==> src/rtl/ring_div_pkg.sv <==
package ring_div_pkg;

    // Cascade edge tracker: has the watched square been seen low since the last step
    typedef enum logic {
        ST_SEEN_HIGH = 1'b0,
        ST_SEEN_LOW  = 1'b1
    } link_state_t;

    // Width able to hold a count 0..half
    function automatic int lvl_width(input int half);
        return $clog2(half + 1);
    endfunction

endpackage

==> src/rtl/ring_shift.sv <==
module ring_shift #(
    parameter int HALF = 9
) (
    input  logic            clk,
    input  logic            rst,
    input  logic            adv_i,
    output logic            sq_o,
    output logic [HALF-1:0] taps_o
);
    localparam int N = 2 * HALF;
    localparam logic [N-1:0] FILL = {{HALF{1'b1}}, {HALF{1'b0}}};

    logic [N-1:0] ring_q;

    always_ff @(posedge clk) begin
        if (rst) begin
            ring_q <= FILL;
        end else if (adv_i) begin
            ring_q <= {ring_q[N-2:0], ring_q[N-1]};
        end
    end

    assign sq_o   = ring_q[N-1];
    assign taps_o = ring_q[HALF-1:0];

    // rotation never creates or drops a one
    p_ones_conserved_r3: assert property (@(posedge clk) disable iff (rst)
        $countones(ring_q) == HALF)
        else $error("ring lost its fill");

    // a clock without a step leaves the ring untouched
    p_freeze_r7: assert property (@(posedge clk) disable iff (rst)
        !adv_i |=> $stable(ring_q))
        else $error("ring moved while frozen");

endmodule

==> src/rtl/tap_sum.sv <==
module tap_sum #(
    parameter int HALF = 9,
    parameter int LW   = 4
) (
    input  logic            clk,
    input  logic            rst,
    input  logic [HALF-1:0] taps_i,
    output logic [LW-1:0]   level_o
);
    logic [LW-1:0] cnt;
    logic [LW-1:0] level_q;

    always_comb begin
        cnt = '0;
        for (int i = 0; i < HALF; i++) begin
            cnt = cnt + LW'(taps_i[i]);
        end
    end

    always_ff @(posedge clk) begin
        if (rst) level_q <= '0;
        else     level_q <= cnt;
    end

    assign level_o = level_q;

    // level stays within the tap count
    p_level_range_r5: assert property (@(posedge clk) disable iff (rst)
        level_q <= LW'(HALF))
        else $error("level above tap count");

    // staircase moves by at most one per clock
    p_level_step_r5: assert property (@(posedge clk) disable iff (rst)
        !$past(rst) |-> ((level_q >= $past(level_q)) ? (level_q - $past(level_q)) <= 1
                                                     : ($past(level_q) - level_q) <= 1))
        else $error("level jumped");

endmodule

==> src/rtl/ring_edge_fsm.sv <==
module ring_edge_fsm
    import ring_div_pkg::*;
(
    input  logic clk,
    input  logic rst,
    input  logic en_i,
    input  logic sq_i,
    output logic adv_o
);
    link_state_t state_q, state_d;

    always_ff @(posedge clk) begin
        if (rst) state_q <= ST_SEEN_HIGH;
        else     state_q <= state_d;
    end

    always_comb begin
        state_d = state_q;
        if (en_i) begin
            unique case (state_q)
                ST_SEEN_HIGH: if (!sq_i) state_d = ST_SEEN_LOW;
                ST_SEEN_LOW:  if (sq_i)  state_d = ST_SEEN_HIGH;
            endcase
        end
    end

    always_comb begin
        adv_o = 1'b0;
        unique case (state_q)
            ST_SEEN_HIGH: adv_o = 1'b0;
            ST_SEEN_LOW:  adv_o = en_i && sq_i;
        endcase
    end

    // a step is issued only while the watched square is high
    p_step_on_high_r9: assert property (@(posedge clk) disable iff (rst)
        adv_o |-> sq_i)
        else $error("step without high square");

    // one step per rise
    p_step_once_r9: assert property (@(posedge clk) disable iff (rst)
        adv_o |=> !adv_o)
        else $error("double step");

    // a pending step survives a clock with enable low
    p_pending_kept_r10: assert property (@(posedge clk) disable iff (rst)
        (state_q == ST_SEEN_LOW && sq_i && !en_i) |=> (state_q == ST_SEEN_LOW))
        else $error("pending step lost");

endmodule

==> src/rtl/ring_stage.sv <==
module ring_stage #(
    parameter int HALF = 9,
    parameter int LW   = 4
) (
    input  logic            clk,
    input  logic            rst,
    input  logic            adv_i,
    output logic            sq_o,
    output logic [HALF-1:0] taps_o,
    output logic [LW-1:0]   level_o
);
    logic [HALF-1:0] taps;

    ring_shift #(.HALF(HALF)) u_shift (
        .clk    (clk),
        .rst    (rst),
        .adv_i  (adv_i),
        .sq_o   (sq_o),
        .taps_o (taps)
    );

    tap_sum #(.HALF(HALF), .LW(LW)) u_sum (
        .clk     (clk),
        .rst     (rst),
        .taps_i  (taps),
        .level_o (level_o)
    );

    assign taps_o = taps;

endmodule

==> src/rtl/ring_divider.sv <==
module ring_divider
    import ring_div_pkg::*;
#(
    parameter  int HALF   = 9,
    parameter  int STAGES = 2,
    localparam int LW     = lvl_width(HALF)
) (
    input  logic                   clk,
    input  logic                   rst,
    input  logic                   en,
    output logic [STAGES-1:0]      sq_o,
    output logic [STAGES*HALF-1:0] taps_o,
    output logic [STAGES*LW-1:0]   level_o
);
    logic [STAGES-1:0] adv;

    assign adv[0] = en;

    for (genvar s = 0; s < STAGES; s++) begin : g_stage
        ring_stage #(.HALF(HALF), .LW(LW)) u_stage (
            .clk     (clk),
            .rst     (rst),
            .adv_i   (adv[s]),
            .sq_o    (sq_o[s]),
            .taps_o  (taps_o[s*HALF +: HALF]),
            .level_o (level_o[s*LW +: LW])
        );
        if (s > 0) begin : g_link
            ring_edge_fsm u_link (
                .clk   (clk),
                .rst   (rst),
                .en_i  (en),
                .sq_i  (sq_o[s-1]),
                .adv_o (adv[s])
            );
        end
    end

    // first square only changes on an enabled edge
    p_sq_needs_en_r2: assert property (@(posedge clk) disable iff (rst)
        (!$past(rst) && sq_o[0] != $past(sq_o[0])) |-> $past(en))
        else $error("square moved without enable");

endmodule

==> config.mk <==
export PLATFORM = sky130hd
export DESIGN_NAME = ring_divider
export DESIGN_NICKNAME = d
export VERILOG_FILES = /design/src/rtl/ring_div_pkg.sv /design/src/rtl/ring_shift.sv /design/src/rtl/tap_sum.sv /design/src/rtl/ring_edge_fsm.sv /design/src/rtl/ring_stage.sv /design/src/rtl/ring_divider.sv
export SDC_FILE = /design/constraint.sdc
export NUM_CORES = 1
export LEC_CHECK = 0
export ABC_CLOCK_PERIOD_IN_PS = 3000
export BUFFER_PORTS_ARGS = -buffer_cell sky130_fd_sc_hd__buf_4
export CAP_MARGIN = 20
export CORE_MARGIN = 5
export CORE_UTILIZATION = 45
export DETAILED_ROUTE_END_ITERATION = 10
export HOLD_SLACK_MARGIN = 0.08
export PLACE_DENSITY = 0.72
export SLEW_MARGIN = 25
export SYNTH_ARGS = -nofsm -noshare
export SYNTH_HDL_FRONTEND = slang
export SYNTH_SLANG_ARGS = --single-unit
export TNS_END_PERCENT = 50
==> constraint.sdc <==
create_clock -name clk -period 3 [get_ports clk]
set_clock_uncertainty 0.1 [all_clocks]
set_input_delay 0.15 -clock clk [delete_from_list [all_inputs] [get_ports clk]]
set_output_delay 0.15 -clock clk [all_outputs]
set_load 0.1 [all_outputs]
# --- Word level (Yosys, flattened, before mapping) ---
# Index checks and enable logic that the tools add are counted.
word_totals:
  inputBits: 3
  regBits: 45
  elab_cells: 25
classes:
  muxes: 2
  n_addsub: 16
  bitwise: 1
  reduce_logical: 1
op_table:
  columns: ["cell", "count"]
  rows:
  - ["4-bit by 1-bit adder with 4-bit output", 10]
  - ["3-bit by 1-bit adder with 4-bit output", 2]
  - ["2-bit by 1-bit adder with 3-bit output", 2]
  - ["1-bit by 1-bit adder with 2-bit output", 2]
  - ["1-bit one-hot mux with 2 select lines", 1]
  - ["1-bit logical AND", 1]
  - ["1-bit two-way mux", 1]
  - ["1-bit inverter", 1]

# --- Depth between registers and ports, before layout ---
depth:
  depth_word: 8
  ltp_mapped: 9
  mapped_depth_nobuf: 9

# --- By module ---
# Synthesis repeated with hierarchy kept, for this count alone.
unflattened:
  hier_cells: 200
  hier_area_um2: 2103.3
by_module_without_submodules:
  columns: ["mod", "instances", "cells_per_inst", "area_per_inst_um2"]
  rows:
  - ["ring_shift", 2, 67, 738.2]
  - ["tap_sum", 2, 31, 294.0]
  - ["ring_edge_fsm", 1, 4, 38.8]

# --- Worst setup path after synthesis ---
# No wires, ideal clock.
synth_timing:
  path_type: "flip-flop to flip-flop"
  start: "register g_stage[1].u_stage.u_shift.ring_q[0]"
  end: "register g_stage[1].u_stage.u_sum.level_q[2]"
  arrival_ps: 2824
  stages_incl_launch_ff: 10
  path_slack_ps: -41
  t_required_ps: 2783
  cell_sequence: "dfxtp_1 > inv_1 > fa_1 > fa_1 > fa_1 > inv_1 > fa_1 > fa_1 > xnor2_1 > nor2_1"
synth_between:
  elab_chain_len: 8
synth_rtl:
  columns: ["element", "line_no", "rtl"]
  rows:
  - ["from (decl)", "ring_shift.sv:13", "logic [N-1:0] ring_q;"]
  - ["from (signal assigned)", "ring_shift.sv:19", "ring_q <= {ring_q[N-2:0], ring_q[N-1]};"]
  - ["1-bit by 1-bit adder with 2-bit output", "tap_sum.sv:16", "cnt = cnt + LW'(taps_i[i]);"]
  - ["2-bit by 1-bit adder with 3-bit output", "tap_sum.sv:16", null]
  - ["3-bit by 1-bit adder with 4-bit output", "tap_sum.sv:16", null]
  - ["4-bit by 1-bit adder with 4-bit output (5 in series)", "tap_sum.sv:16", null]
  - ["to (signal assigned)", "tap_sum.sv:22", "else level_q <= cnt;"]
  - ["to (decl)", "tap_sum.sv:11", "logic [LW-1:0] level_q;"]
# No other way between the ends.
# A chain may end at the register's enable or synchronous reset.

# --- Worst setup path after layout ---
layout_timing:
  start: "register g_stage[0].u_stage.u_shift.ring_q[0]"
  end: "register g_stage[0].u_stage.u_sum.level_q[1]"
layout_between:
  elab_chain_len: 8
layout_rtl:
  columns: ["element", "line_no"]
  rows:
  - ["from (decl)", "ring_shift.sv:13"]
  - ["from (signal assigned)", "ring_shift.sv:19"]
  - ["1-bit by 1-bit adder with 2-bit output", "tap_sum.sv:16"]
  - ["2-bit by 1-bit adder with 3-bit output", "tap_sum.sv:16"]
  - ["3-bit by 1-bit adder with 4-bit output", "tap_sum.sv:16"]
  - ["4-bit by 1-bit adder with 4-bit output (5 in series)", "tap_sum.sv:16"]
  - ["to (signal assigned)", "tap_sum.sv:22"]
  - ["to (decl)", "tap_sum.sv:11"]
# No other way between the ends.

==> out/metrics.sh <==
HOLD_WS_NS=0.154
ROUTED_WIRE_LENGTH_PER_INSTANCE_UM=12.1
FINALWORSTSETUPSLACK_NS=-0.0583
OVERFLOW=0
WIRELENGTH_ROUTED_MM=3.23
FMAXACHIEVABLE_MHz=327
CRIT_PATH_START_KIND='flip-flop'
CELL_BY_CELL_TRACE_OF_THE_CRITICAL_PATH='fa_1 -> inv_1 -> fa_1 -> fa_1 -> fa_2 -> fa_2 -> nor2_1'
LARGEST_FANOUT_OF_ANY_NET_ON_THE_CRITICAL_PATH=2
DR.PASS1.ITERS=3
FIRST_GLOBAL_VIAS=1279
VIOLATIONS='setup timing'
GRT_START_MAX_NET_PINS=39
IR_WORST_VDD_uV=347
GP_CONGESTION=0.771
GRT_UTIL_ALL_LAYERS=0.116
DP_HPWL_MM=2.30
CLOCK_SINKS=45
POSTSYNTHNETCOUNT=215
NUMBER_OF_I_O_PORT_BUFFERS=30
P_LEAK_nW=1.01
DRT_ITER0_MARKERS=34
GRT_SETUP_UNREPAIRED='yes'
POST-ROUTE-PERIOD-UTIL=1.02
LEADING_CELL_TYPES_IN_THE_LAYOUT_FILL_AND_TAPS_EXCLUDED='sky130_fd_sc_hd__dfxtp_1 (42), sky130_fd_sc_hd__buf_4 (37), sky130_fd_sc_hd__mux2i_1 (36)'
TIMING.REG2REG.WORST_PATH_DEPTH=7
OUTCOME='complete, but fails checks'
FLOW.AREA_GROWTH_FROM_SYNTHESIS_PCT=11.2
DRC_VIOLATIONS_LEFT=0
DESIGN.DIE.AREA_UM2=6060
FIN_AREA_UM2=2300
VIAS=1236
DESIGN.CORE.AREA_UM2=4410
CRIT_PATH_END_KIND='flip-flop'
CRIT_TYPE='reg2reg'
MAX_SLEW.WORST_PIN.SLEW_NS=0.364
GRT_FIRST_PASS_WIRELENGTH_MM=5.73
CELLPOWERDENSITY_nW_PER_UM2=470
WORST_SETUP_PATH_STARTPOINT='g_stage[0].u_stage.u_shift.ring_q[0]'
CTS_BUFFERS=5
HOLD_PATH_CLASS='in2reg'
FILLCELLCOUNT=420
RR_STARTPOINT='g_stage[0].u_stage.u_shift.ring_q[0]'
NETLIST_AREA_UM2=2070
CTS-ROOT-BUF='sky130_fd_sc_hd__clkbuf_8'
YS.WARNINGS.COUNT=0
FINAL_PERIOD_MINUS_WORST_SETUP_SLACK_NS=3.06
CTS_TREE='done'
CLK-INSERTION-DELAY-LATE_NS=0.29
POST_SYNTH_NUM_CELL_TYPES=21
POST_SYNTH.CELL_AREA_AVG_UM2=10.5
CLK_PIN_SLEW_WORST_PATHS_NS=0.08
CP_COMMON_CELL='sky130_fd_sc_hd__fa_1'
MOSTFREQUENTLAYOUTCELL='sky130_fd_sc_hd__dfxtp_1'
FINAL_MAX_SLEW_VIOL_COUNT=0
ARRIVAL_TIME_AT_THE_WORST_ENDPOINT_NS=3.13
MAX_CAP_VIOLATIONS=0
VIA_PER_INST=4.65
N_ANTENNA_CELL=0
DIE_Y_UM=77.8
DPL-INSTANCE-AREA_UM2=2200
CLOCK_TREE.BUFFER_DEPTH=2
HTREE_NUM_LEVELS=2
WORST-ENDPOINT-REQUIRED_NS=3.07
FLOORPLAN.DIE.WIDTH_UM=77.8
HOLD_END='g_stage[0].u_stage.u_sum.level_o[1]'
SEQ_AREA_FRAC_SYNTH=0.435
HOLD-PATH-CELL-COUNT=2
REGTOREGENDPOINT='g_stage[0].u_stage.u_sum.level_o[1]'
TIMING.HOLD.WORST.START='rst'
SETUP_VIOL_COUNT_FINAL=3
FINAL_ANTENNA_NET_COUNT=0
SYNTHESIS.INSTANCES=198
LARGEST_INCREMENTAL_DELAY_ON_THE_CRITICAL_PATH_NS=0.54
POST_ROUTE_CELLS_DRIVE_ABOVE_1_SHARE=0.248
SYNTH_SEQ_CELLS=45
FINAL-HOLD-VIOLATION-COUNT=0
FF2FF_SETUP_SLACK_NS=-0.06
SLOWEST_CELL_ON_THE_CRITICAL_PATH='sky130_fd_sc_hd__fa_1'
FP-ROW-COUNT=24
WORST_SLEW_MARGIN_REL=0.758
START_UTIL=0.469
IO-PIN-COUNT=31
ANTENNA_FOUND_INITIAL=0
FINISH.NET_COUNT=231
[stage by stage]
stage	utilization	power [mW]	TNS [ns]	instances	setup WS, ns
after floorplan	-	0.713	-0.0232	198	-0.0232
after global placement	0.498	0.725	-0.0371	258	-0.0371
after detailed placement	0.498	0.727	-0.183	258	-0.100
after CTS	0.519	1.10	-0.0302	265	-0.0161
after global routing	0.521	1.13	-0.505	266	-0.132
final	0.521	1.08	-0.0904	266	-0.0583
[synth_stat cells]
cell type,count,share of area
sky130_fd_sc_hd__buf_6,1,0.0054
sky130_fd_sc_hd__mux2i_1,36,0.17
sky130_fd_sc_hd__dfxtp_1,45,0.44
sky130_fd_sc_hd__nand2b_1,10,0.030
sky130_fd_sc_hd__xor2_1,1,0.0042
sky130_fd_sc_hd__nand2_1,9,0.016
sky130_fd_sc_hd__ha_1,4,0.024
sky130_fd_sc_hd__o211a_1,1,0.0048
sky130_fd_sc_hd__buf_12,1,0.0097
sky130_fd_sc_hd__nor2_1,24,0.044
sky130_fd_sc_hd__inv_2,1,0.0018
sky130_fd_sc_hd__a211oi_1,1,0.0036
sky130_fd_sc_hd__fa_1,10,0.097
sky130_fd_sc_hd__xnor2_1,1,0.0042
sky130_fd_sc_hd__nor3b_1,1,0.0036
sky130_fd_sc_hd__a21oi_1,1,0.0024
sky130_fd_sc_hd__nor2b_1,3,0.0091
sky130_fd_sc_hd__buf_2,6,0.015
sky130_fd_sc_hd__buf_4,20,0.073
sky130_fd_sc_hd__and3_4,1,0.0054
sky130_fd_sc_hd__inv_1,21,0.038
[layer usage]
metal | share of wire | vias to the layer above | global-route usage
li1 | - | 629 | -
met1 | 0.47 | 578 | 0.136
met2 | 0.47 | 23 | 0.198
met3 | 0.052 | 6 | 0.0405
met4 | 0.013 | 0 | 0.0361
met5 | 0 | - | 0
[worst max path at each step]
stage | slack [ns] | depth (start not counted) | to
after global placement | -0.04 | 8 | g_stage[0].u_stage.u_sum.level_o[2]
after CTS | -0.02 | 8 | g_stage[1].u_stage.u_sum.level_o[1]
after floorplan | -0.02 | 8 | g_stage[0].u_stage.u_sum.level_o[2]
final | -0.06 | 7 | g_stage[0].u_stage.u_sum.level_o[1]
after detailed placement | -0.10 | 8 | g_stage[0].u_stage.u_sum.level_o[2]
after global routing | -0.13 | 7 | g_stage[0].u_stage.u_sum.level_o[1]
[critical path, delay by kind of cell (launching register included)]
kind,cells,cell delay [ns]
buffers and inverters,1,0.05
AND/OR/NAND/NOR,1,0.04
flip-flops,1,0.33
adder cells (fa/ha/maj),5,2.43
[power breakdown]
part           internal (mW)  switching, mW  leakage, nW
combinational         0.0323         0.0713        0.598
sequential             0.606        0.00475        0.366
clock                  0.183          0.184       0.0443
[cell type report]
class,count,area [um^2],share of cell area
clock buffers,7,86.3,0.0375
inverters,22,82.6,0.0359
multi-input cells,103,885,0.384
flip-flops and latches,45,905,0.393
well taps,52,65.1,0.0283
repair buffers,37,278,0.121
[kinds of logic (layout without fill, tap and decap cells)]
family | after synthesis | count (layout) | share of synthesized area
AO/OA/AOI/OAI | 3 | 3 | 0.0109
XOR/XNOR | 2 | 2 | 0.00847
adder cells (fa/ha/maj) | 14 | 14 | 0.121
buffers and inverters | 50 | 66 | 0.142
flip-flops | 45 | 45 | 0.435
multiplexers | 36 | 36 | 0.174
AND/OR/NAND/NOR | 48 | 48 | 0.108
[flip-flops by register name, indices dropped and copies added, names as in the netlist]
signal	flops
g_stage.g_link.u_link.state_q	1
g_stage.u_stage.u_sum.level_o	8
g_stage.u_stage.u_shift.ring_q	36
[timing repair]
item	4_1_cts	5_1_grt
gates resized for setup	5	1
hold buffers	0	0
pin swaps	1	4
endpoints found under the setup margin	4	4
buffers inserted	0	1
Power figures use the tool's default switching activity.
